File: src/rtl/led_run_pkg.sv
package led_run_pkg;
  // Strobes passed from the control section to the datapath
  typedef struct packed {
    logic step;    // advance the light this cycle
    logic moveUp;  // direction used by the advance: 1 = rotate left
  } ledCtrl_t;
endpackage

File: src/rtl/led_run_ctrl.sv
module led_run_ctrl
  import led_run_pkg::*;
#(
  parameter int unsigned DELAY_WIDTH = 16,
  parameter logic [DELAY_WIDTH-1:0] DEFAULT_RELOAD = '1
) (
  input  logic                   clk,
  input  logic                   rstN,
  input  logic                   reverseEvt,
  input  logic                   stopEvt,
  input  logic [DELAY_WIDTH-1:0] delayReload,
  output ledCtrl_t               ctrl,
  output logic                   halted
);
  logic [DELAY_WIDTH-1:0] delayCnt;
  logic                   dirUp;
  logic                   haltQ;
  logic                   expired;

  assign expired = (delayCnt == '0);

  always_ff @(posedge clk) begin
    if (!rstN) begin
      delayCnt <= DEFAULT_RELOAD;
      dirUp    <= 1'b1;
      haltQ    <= 1'b0;
    end else if (!haltQ) begin
      if (stopEvt) begin
        // stop wins over reverse and over a due step
        haltQ <= 1'b1;
      end else begin
        if (reverseEvt) dirUp <= ~dirUp;
        if (expired) delayCnt <= delayReload;
        else         delayCnt <= delayCnt - 1'b1;
      end
    end
  end

  always_comb begin
    ctrl.step   = expired && !haltQ && !stopEvt;
    ctrl.moveUp = dirUp;
  end

  assign halted = haltQ;
endmodule

File: src/rtl/led_run_datapath.sv
module led_run_datapath
  import led_run_pkg::*;
#(
  parameter int unsigned LED_WIDTH = 8
) (
  input  logic                 clk,
  input  logic                 rstN,
  input  ledCtrl_t             ctrl,
  output logic [LED_WIDTH-1:0] ledOut
);
  localparam int unsigned TOP = LED_WIDTH - 1;

  logic [LED_WIDTH-1:0] ledQ;
  logic [LED_WIDTH-1:0] rotLeft;
  logic [LED_WIDTH-1:0] rotRight;

  // one-bit rotations, with wrap at both ends
  for (genvar i = 0; i < LED_WIDTH; i++) begin : g_rot
    assign rotLeft[i]  = ledQ[(i + TOP) % LED_WIDTH];
    assign rotRight[i] = ledQ[(i + 1) % LED_WIDTH];
  end

  always_ff @(posedge clk) begin
    if (!rstN) begin
      ledQ <= LED_WIDTH'(1);
    end else if (ctrl.step) begin
      ledQ <= ctrl.moveUp ? rotLeft : rotRight;
    end
  end

  assign ledOut = ledQ;
endmodule

File: src/rtl/led_run_top.sv
module led_run_top
  import led_run_pkg::*;
#(
  parameter int unsigned LED_WIDTH = 8,
  parameter int unsigned DELAY_WIDTH = 16,
  parameter logic [DELAY_WIDTH-1:0] DEFAULT_RELOAD = 16'hFFFF
) (
  input  logic                   clk,
  input  logic                   rstN,
  input  logic                   reverseEvt,
  input  logic                   stopEvt,
  input  logic [DELAY_WIDTH-1:0] delayReload,
  output logic [LED_WIDTH-1:0]   ledOut,
  output logic                   halted
);
  ledCtrl_t ctrlLink;

  led_run_ctrl #(
    .DELAY_WIDTH   (DELAY_WIDTH),
    .DEFAULT_RELOAD(DEFAULT_RELOAD)
  ) u_ctrl (
    .clk        (clk),
    .rstN       (rstN),
    .reverseEvt (reverseEvt),
    .stopEvt    (stopEvt),
    .delayReload(delayReload),
    .ctrl       (ctrlLink),
    .halted     (halted)
  );

  led_run_datapath #(
    .LED_WIDTH(LED_WIDTH)
  ) u_dp (
    .clk   (clk),
    .rstN  (rstN),
    .ctrl  (ctrlLink),
    .ledOut(ledOut)
  );
endmodule

File: config.mk
export PLATFORM = sky130hd
export DESIGN_NAME = led_run_top
export DESIGN_NICKNAME = d
export VERILOG_FILES = /design/src/rtl/led_run_pkg.sv /design/src/rtl/led_run_ctrl.sv /design/src/rtl/led_run_datapath.sv /design/src/rtl/led_run_top.sv
export SDC_FILE = /design/constraint.sdc
export NUM_CORES = 1
export LEC_CHECK = 0
export BUFFER_PORTS_ARGS = -buffer_cell sky130_fd_sc_hd__buf_4
export CAP_MARGIN = 10
export CORE_MARGIN = 8
export CORE_UTILIZATION = 45
export DETAILED_ROUTE_END_ITERATION = 10
export GPL_TIMING_DRIVEN = 1
export PLACE_DENSITY = 0.67
export SLEW_MARGIN = 20
export SYNTH_ARGS = -nofsm -noshare
export SYNTH_HDL_FRONTEND = slang
export SYNTH_SLANG_ARGS = --single-unit
File: constraint.sdc
create_clock -name clk -period 1.9 [get_ports clk]
set_clock_uncertainty 0.15 [all_clocks]
set_input_delay 0.285 -clock clk [delete_from_list [all_inputs] [get_ports clk]]
set_output_delay 0.285 -clock clk [all_outputs]
set_load 0.01 [all_outputs]
# Word level (Yosys, flattened, before mapping)
# Cells that the tools add are included.
# totals
out_inout_bits	9
inputBits	20
wordCells	19
reg_bits	26
# op_classes
n_addsub	1
muxes	4
n_reduce_logical	7
n_bitwise	3
# ops
op	count
zero test 16 bit	1
2-to-1 mux 16 bit	1
subtractor 16 x 1 -> 16 bit (second input constant)	1
2-to-1 mux 8 bit	1
NOT 1 bit	3
AND reduction 3 bit	1
logical AND 1 bit	2
zero test 1 bit	2
2-to-1 mux 1 bit	2
AND reduction 2 bit	1

# Depth between registers and ports, before layout
# Gate-level depths: netlist of the first run.
# logic_depth
ltp_word	3
ltp_mapped	8
depth_no_buf	7

# Modules after synthesis
# From an unflattened synthesis of the first run, not the netlist that was laid out.
# hier_totals
cells_unflattened	178
hier_area_um2	1432.6
# modules_own_cells
mod	instances	area_each_um2	seq_area_each_um2	cells_each
led_run_ctrl	1	1078.5	360.3	144
led_run_datapath	1	354.1	160.2	34

# Worst setup path before layout of the first run
# No wires, ideal clock.
# synth_timing
kind	register to register
start	register u_ctrl.delayCnt[10]
end	register u_dp.ledQ[0], in the netlist u_dp.ledOut[0]
synth_period_minus_slack_ns	1.854
path_buffers	3
path_stages_with_launch	8
setup_time_ns	0.128
path_slack_ns	0.046
arrival_ns	1.576
t_required_ns	1.622
cell_sequence	dfxtp_1 > buf_2 > or3_1 > buf_2 > nor3_4 > buf_6 > mux2i_1 > nand2_1
# synth_between
elab_chain_len	3
# synth_rtl
item	line	source
from (decl)	led_run_ctrl.sv:15	logic [DELAY_WIDTH-1:0] delayCnt;
from (signal assigned)	led_run_ctrl.sv:33	if (expired) delayCnt <= delayReload;
from (signal assigned)	led_run_ctrl.sv:34	else delayCnt <= delayCnt - 1'b1;
zero test 16 bit	led_run_ctrl.sv:20	assign expired = (delayCnt == '0);
logical AND 1 bit (2 in series)	led_run_ctrl.sv:40	ctrl.step = expired && !haltQ && !stopEvt;
to (signal assigned)	led_run_datapath.sv:27	ledQ <= ctrl.moveUp ? rotLeft : rotRight;
to (decl)	led_run_datapath.sv:13	logic [LED_WIDTH-1:0] ledQ;
# Every way passes these cells.
# A chain may end at the register's enable or synchronous reset.

# Worst setup path after layout of the first run
# layout_timing
start	register u_ctrl.delayCnt[0]
end	register u_ctrl.delayCnt[0]
# layout_between
elab_chain_len	2
elab_cells_between_ends	3
cone_classes	add/sub: 1; mux: 1; reduce/logical: 1
# layout_rtl
item	line
subtractor 16 x 1 -> 16 bit or zero test 16 bit (tied branches)	led_run_ctrl.sv:34, led_run_ctrl.sv:20
2-to-1 mux 16 bit *	led_run_ctrl.sv:33
# Mark *: on every way between the ends. The rest lies on a longest branch, timed or not.

==> reports/metrics.yaml, run 1 <==
ir_drop_uv: 345
layout_setup_ws_ns: 0.0694
nets: 234
synth.ff_latch_count: 26
topRoutingLayerUsed: "met4"
dieArea_sq_um: 5370
min_period_ns: 1.83
dp_slack_ns: 0.0303
drtIter0Drc: 129
dr.pass1.iters: 5
worstMarginPinSlew_ns: 0.472
finalMaxSlewViolations: 0
n_fill_cell: 300
dpl-instance-area_sq_um: 1780
cp-end-kind: "flip-flop"
ant_nets: 0
wl_um: 4130
clkTransAtPathRegs_ns: 0.14
timing.fmax_ghz: 0.546
multi_input_comb_area_sq_um: 948
post-route-cell-area_sq_um: 1910
drv_cap: 0
critPathLaunchType: "flip-flop"
fin_setup_tns_ns: 0
cts.path.max_buffers: 2
numClockSinks: 26
crit_end: "u_ctrl.delayCnt[0]$_SDFFE_PN1P_"
p_per_area_nw_per_um2: 545
gr-total-overflow: 0
ctsHoldBuffers: 0
startpoint: "u_ctrl.delayCnt[0]$_SDFFE_PN1P_"
yosysUniqueCellTypes: 43
crit_type: "reg2reg"
cts_tree: "built"
rr_worst_depth: 7
htreeDepth: 1
drive_gt1_share_pct: 31.8
register_area_sq_um: 523
wl_met1_um: 1790
min-delay-start: "delayReload[2]"
numCtsBuffers: 3
grt_max_degree: 18
slew_headroom_pct: 68.5
synthCells: 178
hpwl_um: 2940
area_growth_syn_to_layout_pct: 29.6
synthArstFlopShare_pct: 0
critPathArrivalTime_ns: 1.91
antenna_found_initial: 0
root_buffer: "clkbuf_4"
io_pins: 29
die_width_um: 73.3
finalPower_mw: 1.04
avgSynthCellArea_sq_um: 8.29
yosysSeqAreaShare_pct: 35.3
met2_length_um: 2020
start_util_pct: 45.7
insertion_delay_ns: 0.33
wl_met3_um: 264
die_height_um: 73.3
hold_path_class: "in2reg"
io_buffer_count: 28
ff2ff_setup_slack_ns: 0.07
final_core_util_pct: 59.2
critPathMaxFanout: 5
status: "completed"
required_ns: 1.97
vias_per_cell: 5.98
wl_per_cell_um: 16.1
n_antenna_cell: 0
grt_pass1_wl_um: 6780
globalplace.congestion: 0.866
finalHoldViolations: 0
synth_edf_count: 0
core_sq_um: 3230
grt_pass1_vias: 1453
r2r_start: "u_ctrl.delayCnt[0]$_SDFFE_PN1P_"
yosys_warnings: 0
postSynth.topFlopCell: "dfxtp_1"
syn_area_sq_um: 1480
synth_fp_nets: 200
drc: 0
row_count: 21
finalSetupViolCount: 0
rr_endpoint: "u_ctrl.delayCnt[0]$_SDFFE_PN1P_"
finalCritPeriodShare_pct: 96.3
grt_use_total_pct: 15.7
p_leak_nw: 0.782
vias: 1536
cell type report:
type | instances | area share (%)
clock buffer | 3 | 1.18
clock inverter | 1 | 1.57
inverter | 5 | 0.981
multi-input combinational | 136 | 49.6
sequential | 26 | 27.3
tap | 46 | 3.01
timing repair buffer | 40 | 16.4
cells in the mapped netlist (2+ instances only):
master	instances	area share (%)
nand3_1	4	1.4
nor4_1	2	0.85
clkbuf_1	7	1.8
or2_2	3	1.3
a211oi_2	2	1.7
a211oi_1	5	2.5
nor4b_1	2	1.2
dfxtp_1	26	35
o21a_1	2	1.0
mux2i_1	10	6.8
nor2_1	20	5.1
o41ai_1	3	1.8
a21oi_1	11	3.7
buf_2	3	1.0
o22ai_1	4	1.7
o211ai_1	5	2.5
nor3_1	9	3.1
nand2b_1	3	1.3
ha_1	2	1.7
o21ai_0	13	4.4
nand2_1	12	3.1
a311oi_1	2	1.2
nand4b_1	2	1.2
inv_1	5	1.3
a31oi_1	3	1.3
cells by family (layout without fill, tap and decap cells):
| kind of cell | Yosys count | count (layout) | synth area share (%) |
|---|---|---|---|
| AND/OR/NAND/NOR | 67 | 68 | 25.7 |
| adder cells (fa/ha/maj) | 2 | 2 | 1.69 |
| AO/OA/AOI/OAI | 55 | 55 | 24.7 |
| buffers and inverters | 17 | 49 | 5.08 |
| flip-flops | 26 | 26 | 35.3 |
| multiplexers | 11 | 11 | 7.54 |
routing by layer:
metal / up-vias / global-route usage [%]
li1: 738 / -
met1: 734 / 20.0
met2: 57 / 25.7
met3: 7 / 2.86
met4: 0 / 5.11
met5: - / 0
layout by cell type (no fill, tap or decap), drive strengths merged, types with 2 or more instances in the layout:
| cell | synthesis | final |
|---|---|---|
| o41ai | 3 | 3 |
| nor2 | 20 | 20 |
| nor4b | 2 | 2 |
| and4 | 1 | 2 |
| nand3 | 5 | 5 |
| o21a | 2 | 2 |
| nand2 | 12 | 12 |
| o22ai | 4 | 4 |
| o21ai | 13 | 13 |
| or2 | 3 | 3 |
| a211oi | 7 | 7 |
| buf | 5 | 40 |
| a21oi | 11 | 11 |
| dfxtp | 26 | 26 |
| o211ai | 5 | 5 |
| nand2b | 3 | 3 |
| nor4 | 3 | 3 |
| nand4b | 2 | 2 |
| mux2i | 10 | 10 |
| nor3 | 11 | 11 |
| clkbuf | 7 | 3 |
| ha | 2 | 2 |
| a311oi | 2 | 2 |
| a31oi | 3 | 3 |
| inv | 5 | 5 |
state kept, by name (all words and copies together) (netlist names):
| name | cells |
|---|---|
| u_ctrl.delayCnt | 16 |
| u_ctrl.dirUp | 1 |
| u_ctrl.halted | 1 |
| u_dp.ledOut | 8 |
worst max-delay path: stages, from the launching register on:
cell and delay [ns]:
dfxtp_2 0.35, inv_1 0.12, ha_2 0.24, nor4b_4 0.24, and4_4 0.30, nand2b_1 0.06, a31oi_1 0.15, o21ai_0 0.11
power breakdown:
part	internal, mW	switching [mW]	total [mW]
Sequential	0.552	0.00567	0.558
Combinational	0.0476	0.0482	0.0958
Clock	0.214	0.175	0.389
Total	0.813	0.229	1.04
worst min path at each step:
stage / slack [ns] / to / depth (start not counted)
floorplan: 0.32 / u_ctrl.delayCnt[2]$_SDFFE_PN1P_ / 2
global placement: 0.36 / u_ctrl.delayCnt[8]$_SDFFE_PN1P_ / 2
detailed placement: 0.37 / u_ctrl.delayCnt[8]$_SDFFE_PN1P_ / 2
CTS: 0.07 / u_ctrl.delayCnt[7]$_SDFFE_PN1P_ / 2
global route: 0.07 / u_ctrl.delayCnt[7]$_SDFFE_PN1P_ / 2
finish: 0.07 / u_ctrl.delayCnt[2]$_SDFFE_PN1P_ / 3
stage by stage:
step | hold slack [ns] | cells
floorplan | 0.317 | 178
global placement | 0.355 | 250
detailed placement | 0.373 | 250
CTS | 0.0691 | 254
global route | 0.0714 | 257
finish | 0.0716 | 257
repair_timing:
| item | 4_1_cts | 5_1_grt |
|---|---|---|
| pin swaps | 0 | 1 |
| cloned | 0 | 1 |
| setup buffers | 0 | 2 |
| endpoints found under the setup margin | 1 | 14 |
| gates resized for setup | 2 | 12 |
No activity file was read; power rests on OpenSTA's default activity.
==> run 2: changes to the inputs <==
- ABC_AREA: not set -> 1
- GPL_TIMING_DRIVEN: 1 -> 0
- PLACE_DENSITY: 0.67 -> 0.66
- SLEW_MARGIN: 20 -> not set
==> run 2 against run 1 <==
First-iteration DRC count shrank 34%. Hold slack lost 0.011 ns. Combinational power grew 36%. Sequential share of layout area shrank 1.3 points. Sequential cell count is the same. Clock-buffer cell count is the same. Global-route usage shrank 0.93 points. Register-to-register slack gained 0.08 ns. Worst setup slack gained 0.080 ns. Utilization shrank 3.7 points. Synthesized area grew 12%.
==> reports/metrics.yaml, run 2 <==
status: "completed"
largest-register: "u_ctrl.delayCnt"
whs_endpoint: "u_ctrl.delayCnt[6]$_SDFFE_PN1P_"
postSynth.topFlopCell: "dfxtp_1"
critPathMaxFanout: 10
drtIter0Drc: 85
synth-xor-area-share_pct: 1.06
syn_area_sq_um: 1650
antenna_found_initial: 0
dr.pass1.iters: 4
wl_per_cell_um: 12.6
ff2ff_setup_slack_ns: 0.15
die_width_um: 76.6
insertion_delay_ns: 0.28
dieArea_sq_um: 5860
seq_power_share_pct: 49.0
sw_frac_of_total_pct: 24.1
p_comb_share_pct: 10.9
yosysTopAreaCellShare_pct: 31.5
synth_edf_count: 0
finalSetupViolCount: 0
wl_um: 4230
crit_type: "reg2reg"
grt_max_degree: 16
yosysTopAreaCell: "dfxtp_1"
holdPathStages: 3
min_period_ns: 1.75
slew_headroom_pct: 65.8
layout_setup_ws_ns: 0.149
drive_gt1_share_pct: 20.2
cts_tree: "built"
worstMarginPinSlew_ns: 0.513
row_count: 22
layout_commonest_cell: "nand2_1"
numClockSinks: 26
startpoint: "u_ctrl.delayCnt[1]$_SDFFE_PN1P_"
avgSynthCellArea_sq_um: 6.50
p_switching_mw: 0.286
r2r_start: "u_ctrl.delayCnt[1]$_SDFFE_PN1P_"
synth_top_family_by_area: "simple AND/OR/NAND/NOR gates"
htreeDepth: 1
ctsHoldBuffers: 0
io_pins: 29
nets: 310
n_antenna_cell: 0
grt_setup_unrepaired: "false"
synthArstFlopShare_pct: 0
critPathLaunchType: "flip-flop"
vias_per_cell: 5.03
hpwl_um: 3270
vias: 1686
required_ns: 1.91
yosysUniqueCellTypes: 31
area_growth_syn_to_layout_pct: 21.3
grt_use_total_pct: 14.7
synth.ff_latch_count: 26
globalplace.congestion: 0.908
ir_drop_uv: 478
synthCells: 254
cts.path.max_buffers: 2
rr_worst_depth: 8
largest_register_ffs: 16
synthSimpleGateAreaFrac_pct: 43.7
p_per_area_nw_per_um2: 593
synthMuxAreaShare_pct: 0
dp_slack_ns: 0.0622
finalMaxSlewViolations: 0
timing.fmax_ghz: 0.571
root_buffer: "clkbuf_8"
critPathArrivalTime_ns: 1.76
n_fill_cell: 394
clkTransAtPathRegs_ns: 0.10
finalCritPeriodShare_pct: 92.1
synthAdderAreaFrac_pct: 1.52
cp-end-kind: "flip-flop"
start_util_pct: 45.8
synth_common_cells: "61 x nand2_1, 32 x nor2_1, 30 x nand3_1, 26 x dfxtp_1, 25 x inv_1"
p_leak_nw: 0.930
core_sq_um: 3610
drc: 0
synth_area_leaders: "dfxtp_1 32%, nand2_1 14%, nand3_1 9.1%"
yosysSeqAreaShare_pct: 31.5
numCtsBuffers: 3
drv_cap: 0
rr_endpoint: "u_ctrl.delayCnt[2]$_SDFFE_PN1P_"
pwr-share-clk_pct: 40.1
synth_fp_nets: 276
gr-total-overflow: 0
die_height_um: 76.6
fin_setup_tns_ns: 0
ant_nets: 0
yosys_warnings: 0
grt_pass1_vias: 1638
synth_compound_area_share_pct: 12.8
p_int_mw: 0.902
io_buffer_count: 28
min-delay-start: "delayReload[6]"
final_cell_mix: "61 x nand2_1, 32 x nor2_1, 30 x nand3_1, 30 x buf_4, 26 x dfxtp_1"
grt_pass1_wl_um: 7270
yosys.cell_count.top_type: "nand2_1"
finalHoldViolations: 0
hold_path_class: "in2reg"
[run 2: changes by cell type in the layout (fill, tap and decap cells not counted), sizes merged, moves of 7 or more]
cell,before,now
buf,40,33
nand4,0,8
nor3,11,3
nand3,5,32
nor2,20,40
inv,5,28
mux2i,10,0
nand2,12,62
a211oi,7,0
o21ai,13,22
[run 2: worst max path at each step]
stage                                  endpoint  slack (ns)  cells after the start
6_report        u_ctrl.delayCnt[2]$_SDFFE_PN1P_        0.15                      8
2_1_floorplan  u_ctrl.delayCnt[13]$_SDFFE_PN1P_        0.33                     10
4_1_cts         u_ctrl.delayCnt[2]$_SDFFE_PN1P_        0.05                      8
3_3_place_gp    u_ctrl.delayCnt[2]$_SDFFE_PN1P_        0.09                      8
5_1_grt         u_ctrl.delayCnt[2]$_SDFFE_PN1P_        0.03                      8
3_5_place_dp    u_ctrl.delayCnt[2]$_SDFFE_PN1P_        0.06                      8
[run 2: per-stage QoR]
step | hold WS, ns | cell area (sq um) | power (mW) | util [%] | cells
6_report | 0.0609 | 2000 | 1.19 | 55.5 | 335
5_1_grt | 0.0518 | 2000 | 1.23 | 55.5 | 335
4_1_cts | 0.0619 | 1990 | 1.20 | 55.2 | 334
3_5_place_dp | 0.343 | 1920 | 0.724 | 53.3 | 330
3_3_place_gp | 0.341 | 1920 | 0.723 | 53.3 | 330
2_1_floorplan | 0.248 | 1650 | 0.667 | - | 254
[run 2: critical path, stage by stage, from the launching register on]
cell and delay (ns):
dfxtp_1 0.33, inv_1 0.09, ha_2 0.19, nand3_1 0.12, nor2_4 0.15, nand3_4 0.16
buf_6 0.19, a21oi_1 0.17, nand3_1 0.09
[run 2: cell type report]
| type | count | area, sq um | share of cell area, % |
|---|---|---|---|
| multi-input combinational | 192 | 977 | 48.8 |
| inverter | 28 | 105 | 5.25 |
| sequential | 26 | 520 | 26.0 |
| buffer | 8 | 50.0 | 2.50 |
| timing repair buffer | 29 | 218 | 10.9 |
| tap | 48 | 60.1 | 3.00 |
| clock inverter | 1 | 30.0 | 1.50 |
| clock buffer | 3 | 41.3 | 2.06 |
[run 2: kinds of logic after synthesis]
kind of cell / after synthesis
compound gates: 39
flops: 26
xor+xnor: 2
buf+inv: 36
simple gates: 149
fa+ha+maj: 2
[run 2: power groups by stage]
stage | clock network (mW) | logic [mW] | registers [mW]
2_1_floorplan | 0 | 0.0756 | 0.591
3_3_place_gp | 0 | 0.129 | 0.594
3_5_place_dp | 0 | 0.130 | 0.595
4_1_cts | 0.486 | 0.130 | 0.582
5_1_grt | 0.501 | 0.147 | 0.585
6_report | 0.476 | 0.130 | 0.582
[run 2: timing repair]
item                                   CTS  global route
endpoints found under the hold margin    0             0
setup buffers                            0             1
gates resized for setup                  0             2
setup endpoints to repair                0             7
[run 2: layer usage]
metal / vias up / routed length, um / track usage [%]
li1: 895 / - / -
met1: 755 / 1970 / 17.4
met2: 32 / 2010 / 26.0
met3: 4 / 226 / 3.77
met4: 0 / 31 / 2.88
met5: - / 0 / 0
==> run 3: changes to the inputs <==
- ABC_AREA: 1 -> not set
- CELL_PAD_IN_SITES_DETAIL_PLACEMENT: not set -> 0
- CELL_PAD_IN_SITES_GLOBAL_PLACEMENT: not set -> 1
- CORE_UTILIZATION: 45 -> 36
- PLACE_DENSITY: 0.66 -> 0.72
==> run 3 against run 2 <==
Die area is 9.3% higher. Clock-buffer cell count stayed put. Highest routed layer unchanged. Non-clock buffer count is 7 higher. First-iteration DRC count grew to 2.6 times the previous value. Utilization is 5.5 points lower. Power is 6.8% lower. Largest cell class unchanged.
==> reports/metrics.yaml, run 3 (synthesized netlist as in run 1, its figures left out) <==
cp.buffers_inverters: 2
numCtsBuffers: 3
worstMarginPinSlew_ns: 0.635
p_leak_nw: 0.815
cts.path.max_buffers: 2
hold_path_class: "in2reg"
drive_gt1_share_pct: 32.6
vias: 1510
path_cells: "nor4_4 -> buf_4 -> nand3_4 -> nor3_4 -> buf_6 -> mux2i_1 -> nand2_1"
ant_nets: 0
crit_type: "reg2reg"
final_core_util_pct: 50.0
numClockSinks: 26
die_width_um: 80.0
wl_um: 4260
clkTransAtPathRegs_ns: 0.09
hpwl_um: 3120
finalCritPeriodShare_pct: 97.3
required_ns: 1.89
whs_endpoint: "u_ctrl.delayCnt[2]$_SDFFE_PN1P_"
core_sq_um: 3970
critPathLaunchType: "flip-flop"
p_per_area_nw_per_um2: 557
n_antenna_cell: 0
grt_pass1_wl_um: 6820
critPathArrivalTime_ns: 1.84
holdPathStages: 3
finalMaxSlewViolations: 0
largest-register: "u_ctrl.delayCnt"
drc: 0
min-delay-start: "delayReload[2]"
grt_pass1_vias: 1429
timing.fmax_ghz: 0.541
cts_tree: "built"
fin_setup_tns_ns: 0
cp-end-kind: "flip-flop"
dieArea_sq_um: 6410
ctsHoldBuffers: 0
area_growth_syn_to_layout_pct: 34.5
critPathMaxFanout: 8
min_period_ns: 1.85
multi_input_comb_area_sq_um: 998
io_buffer_count: 27
crit_path_top_delay_cell: "dfxtp_4"
finalHoldViolations: 0
grt_setup_unrepaired: "true"
final_cell_mix: "34 x buf_4, 25 x dfxtp_1, 18 x nor2_1"
r2r_start: "u_ctrl.delayCnt[3]$_SDFFE_PN1P_"
layout_commonest_cell: "buf_4"
ir_drop_uv: 309
max_stage_delay_ns: 0.38
insertion_delay_ns: 0.26
ff2ff_setup_slack_ns: 0.05
finalPower_mw: 1.11
largest_register_ffs: 16
row_count: 23
rr_worst_depth: 7
post-route-cell-area_sq_um: 1990
rr_endpoint: "u_dp.ledOut[0]$_SDFFE_PN1P_"
start_util_pct: 37.2
finalSetupViolCount: 0
n_fill_cell: 391
antenna_found_initial: 0
drv_cap: 0
root_buffer: "clkbuf_8"
wl_per_cell_um: 16.1
slew_headroom_pct: 57.7
htreeDepth: 1
drtIter0Drc: 217
dr.pass1.iters: 4
critical-path-top-delay-family: "simple AND/OR/NAND/NOR gates"
grt_max_degree: 16
gr-total-overflow: 0
dp_slack_ns: -0.242
die_height_um: 80.0
layout_setup_ws_ns: 0.0513
vias_per_cell: 5.70
globalplace.congestion: 0.843
grt_use_total_pct: 13.1
startpoint: "u_ctrl.delayCnt[3]$_SDFFE_PN1P_"
dpl-instance-area_sq_um: 1740
nets: 238
status: "completed"
io_pins: 29
register_area_sq_um: 524
## run 3: changes by cell type in the layout (fill, tap and decap cells not counted), moves of 5 or more
cell,delta
nand2_1,-49
o21ai_1,-7
inv_1,-21
mux2i_1,+10
nand4_1,-7
nor3_1,+5
nor2_1,-14
nand3_1,-27
nor2_4,-5
a211oi_1,+5
## run 3: worst reg2reg max path, delay by kind of cell (launching register included)
| family | cells | cell delay, ns |
|---|---|---|
| flip-flops | 1 | 0.38 |
| AND/OR/NAND/NOR | 4 | 0.68 |
| multiplexers | 1 | 0.18 |
| buffers and inverters | 2 | 0.34 |
## run 3: final cells by class
type	count	share of cell area [%]
multi-input cells	136	50.3
flip-flops and latches	26	26.4
repair buffers	35	13.4
well taps	50	3.15
plain buffers	9	2.21
clock buffers	3	2.08
clock inverters	1	1.51
inverters	5	0.945
## run 3: worst max path at each step
stage | to | slack [ns] | cells after the start
finish | u_dp.ledOut[0]$_SDFFE_PN1P_ | 0.05 | 7
global route | u_dp.ledOut[0]$_SDFFE_PN1P_ | -0.07 | 7
CTS | u_ctrl.delayCnt[5]$_SDFFE_PN1P_ | 0.02 | 7
detailed placement | u_ctrl.delayCnt[5]$_SDFFE_PN1P_ | -0.24 | 6
global placement | u_ctrl.delayCnt[1]$_SDFFE_PN1P_ | -0.25 | 6
floorplan | u_dp.ledOut[0]$_SDFFE_PN1P_ | 0.05 | 7
## run 3: power by group
group          leakage [nW]  switching [mW]  internal (mW)
Clock                0.0357           0.174          0.282
Sequential            0.211         0.00483          0.549
Combinational         0.568          0.0507         0.0468
## run 3: repair_timing
action / CTS / global route
resized for setup: 11 / 16
gates cloned: 0 / 1
pin swaps: 4 / 7
endpoints found under the setup margin: 20 / 21
setup buffers: 4 / 4
## run 3: through the flow
step                hold WS, ns  std cells
floorplan                 0.317        178
global placement          0.341        255
detailed placement        0.363        255
CTS                       0.145        262
global route              0.152        265
finish                    0.160        265
## run 3: layer usage
layer  vias to the layer above  part of all wire (%)  GRT usage [%]
met3                         4                   5.8           3.04
met2                        40                    48           21.3
met4                         0                  0.68           3.09
met1                       722                    46           17.0
met5                         -                     0              0
li1                        744                     -              -
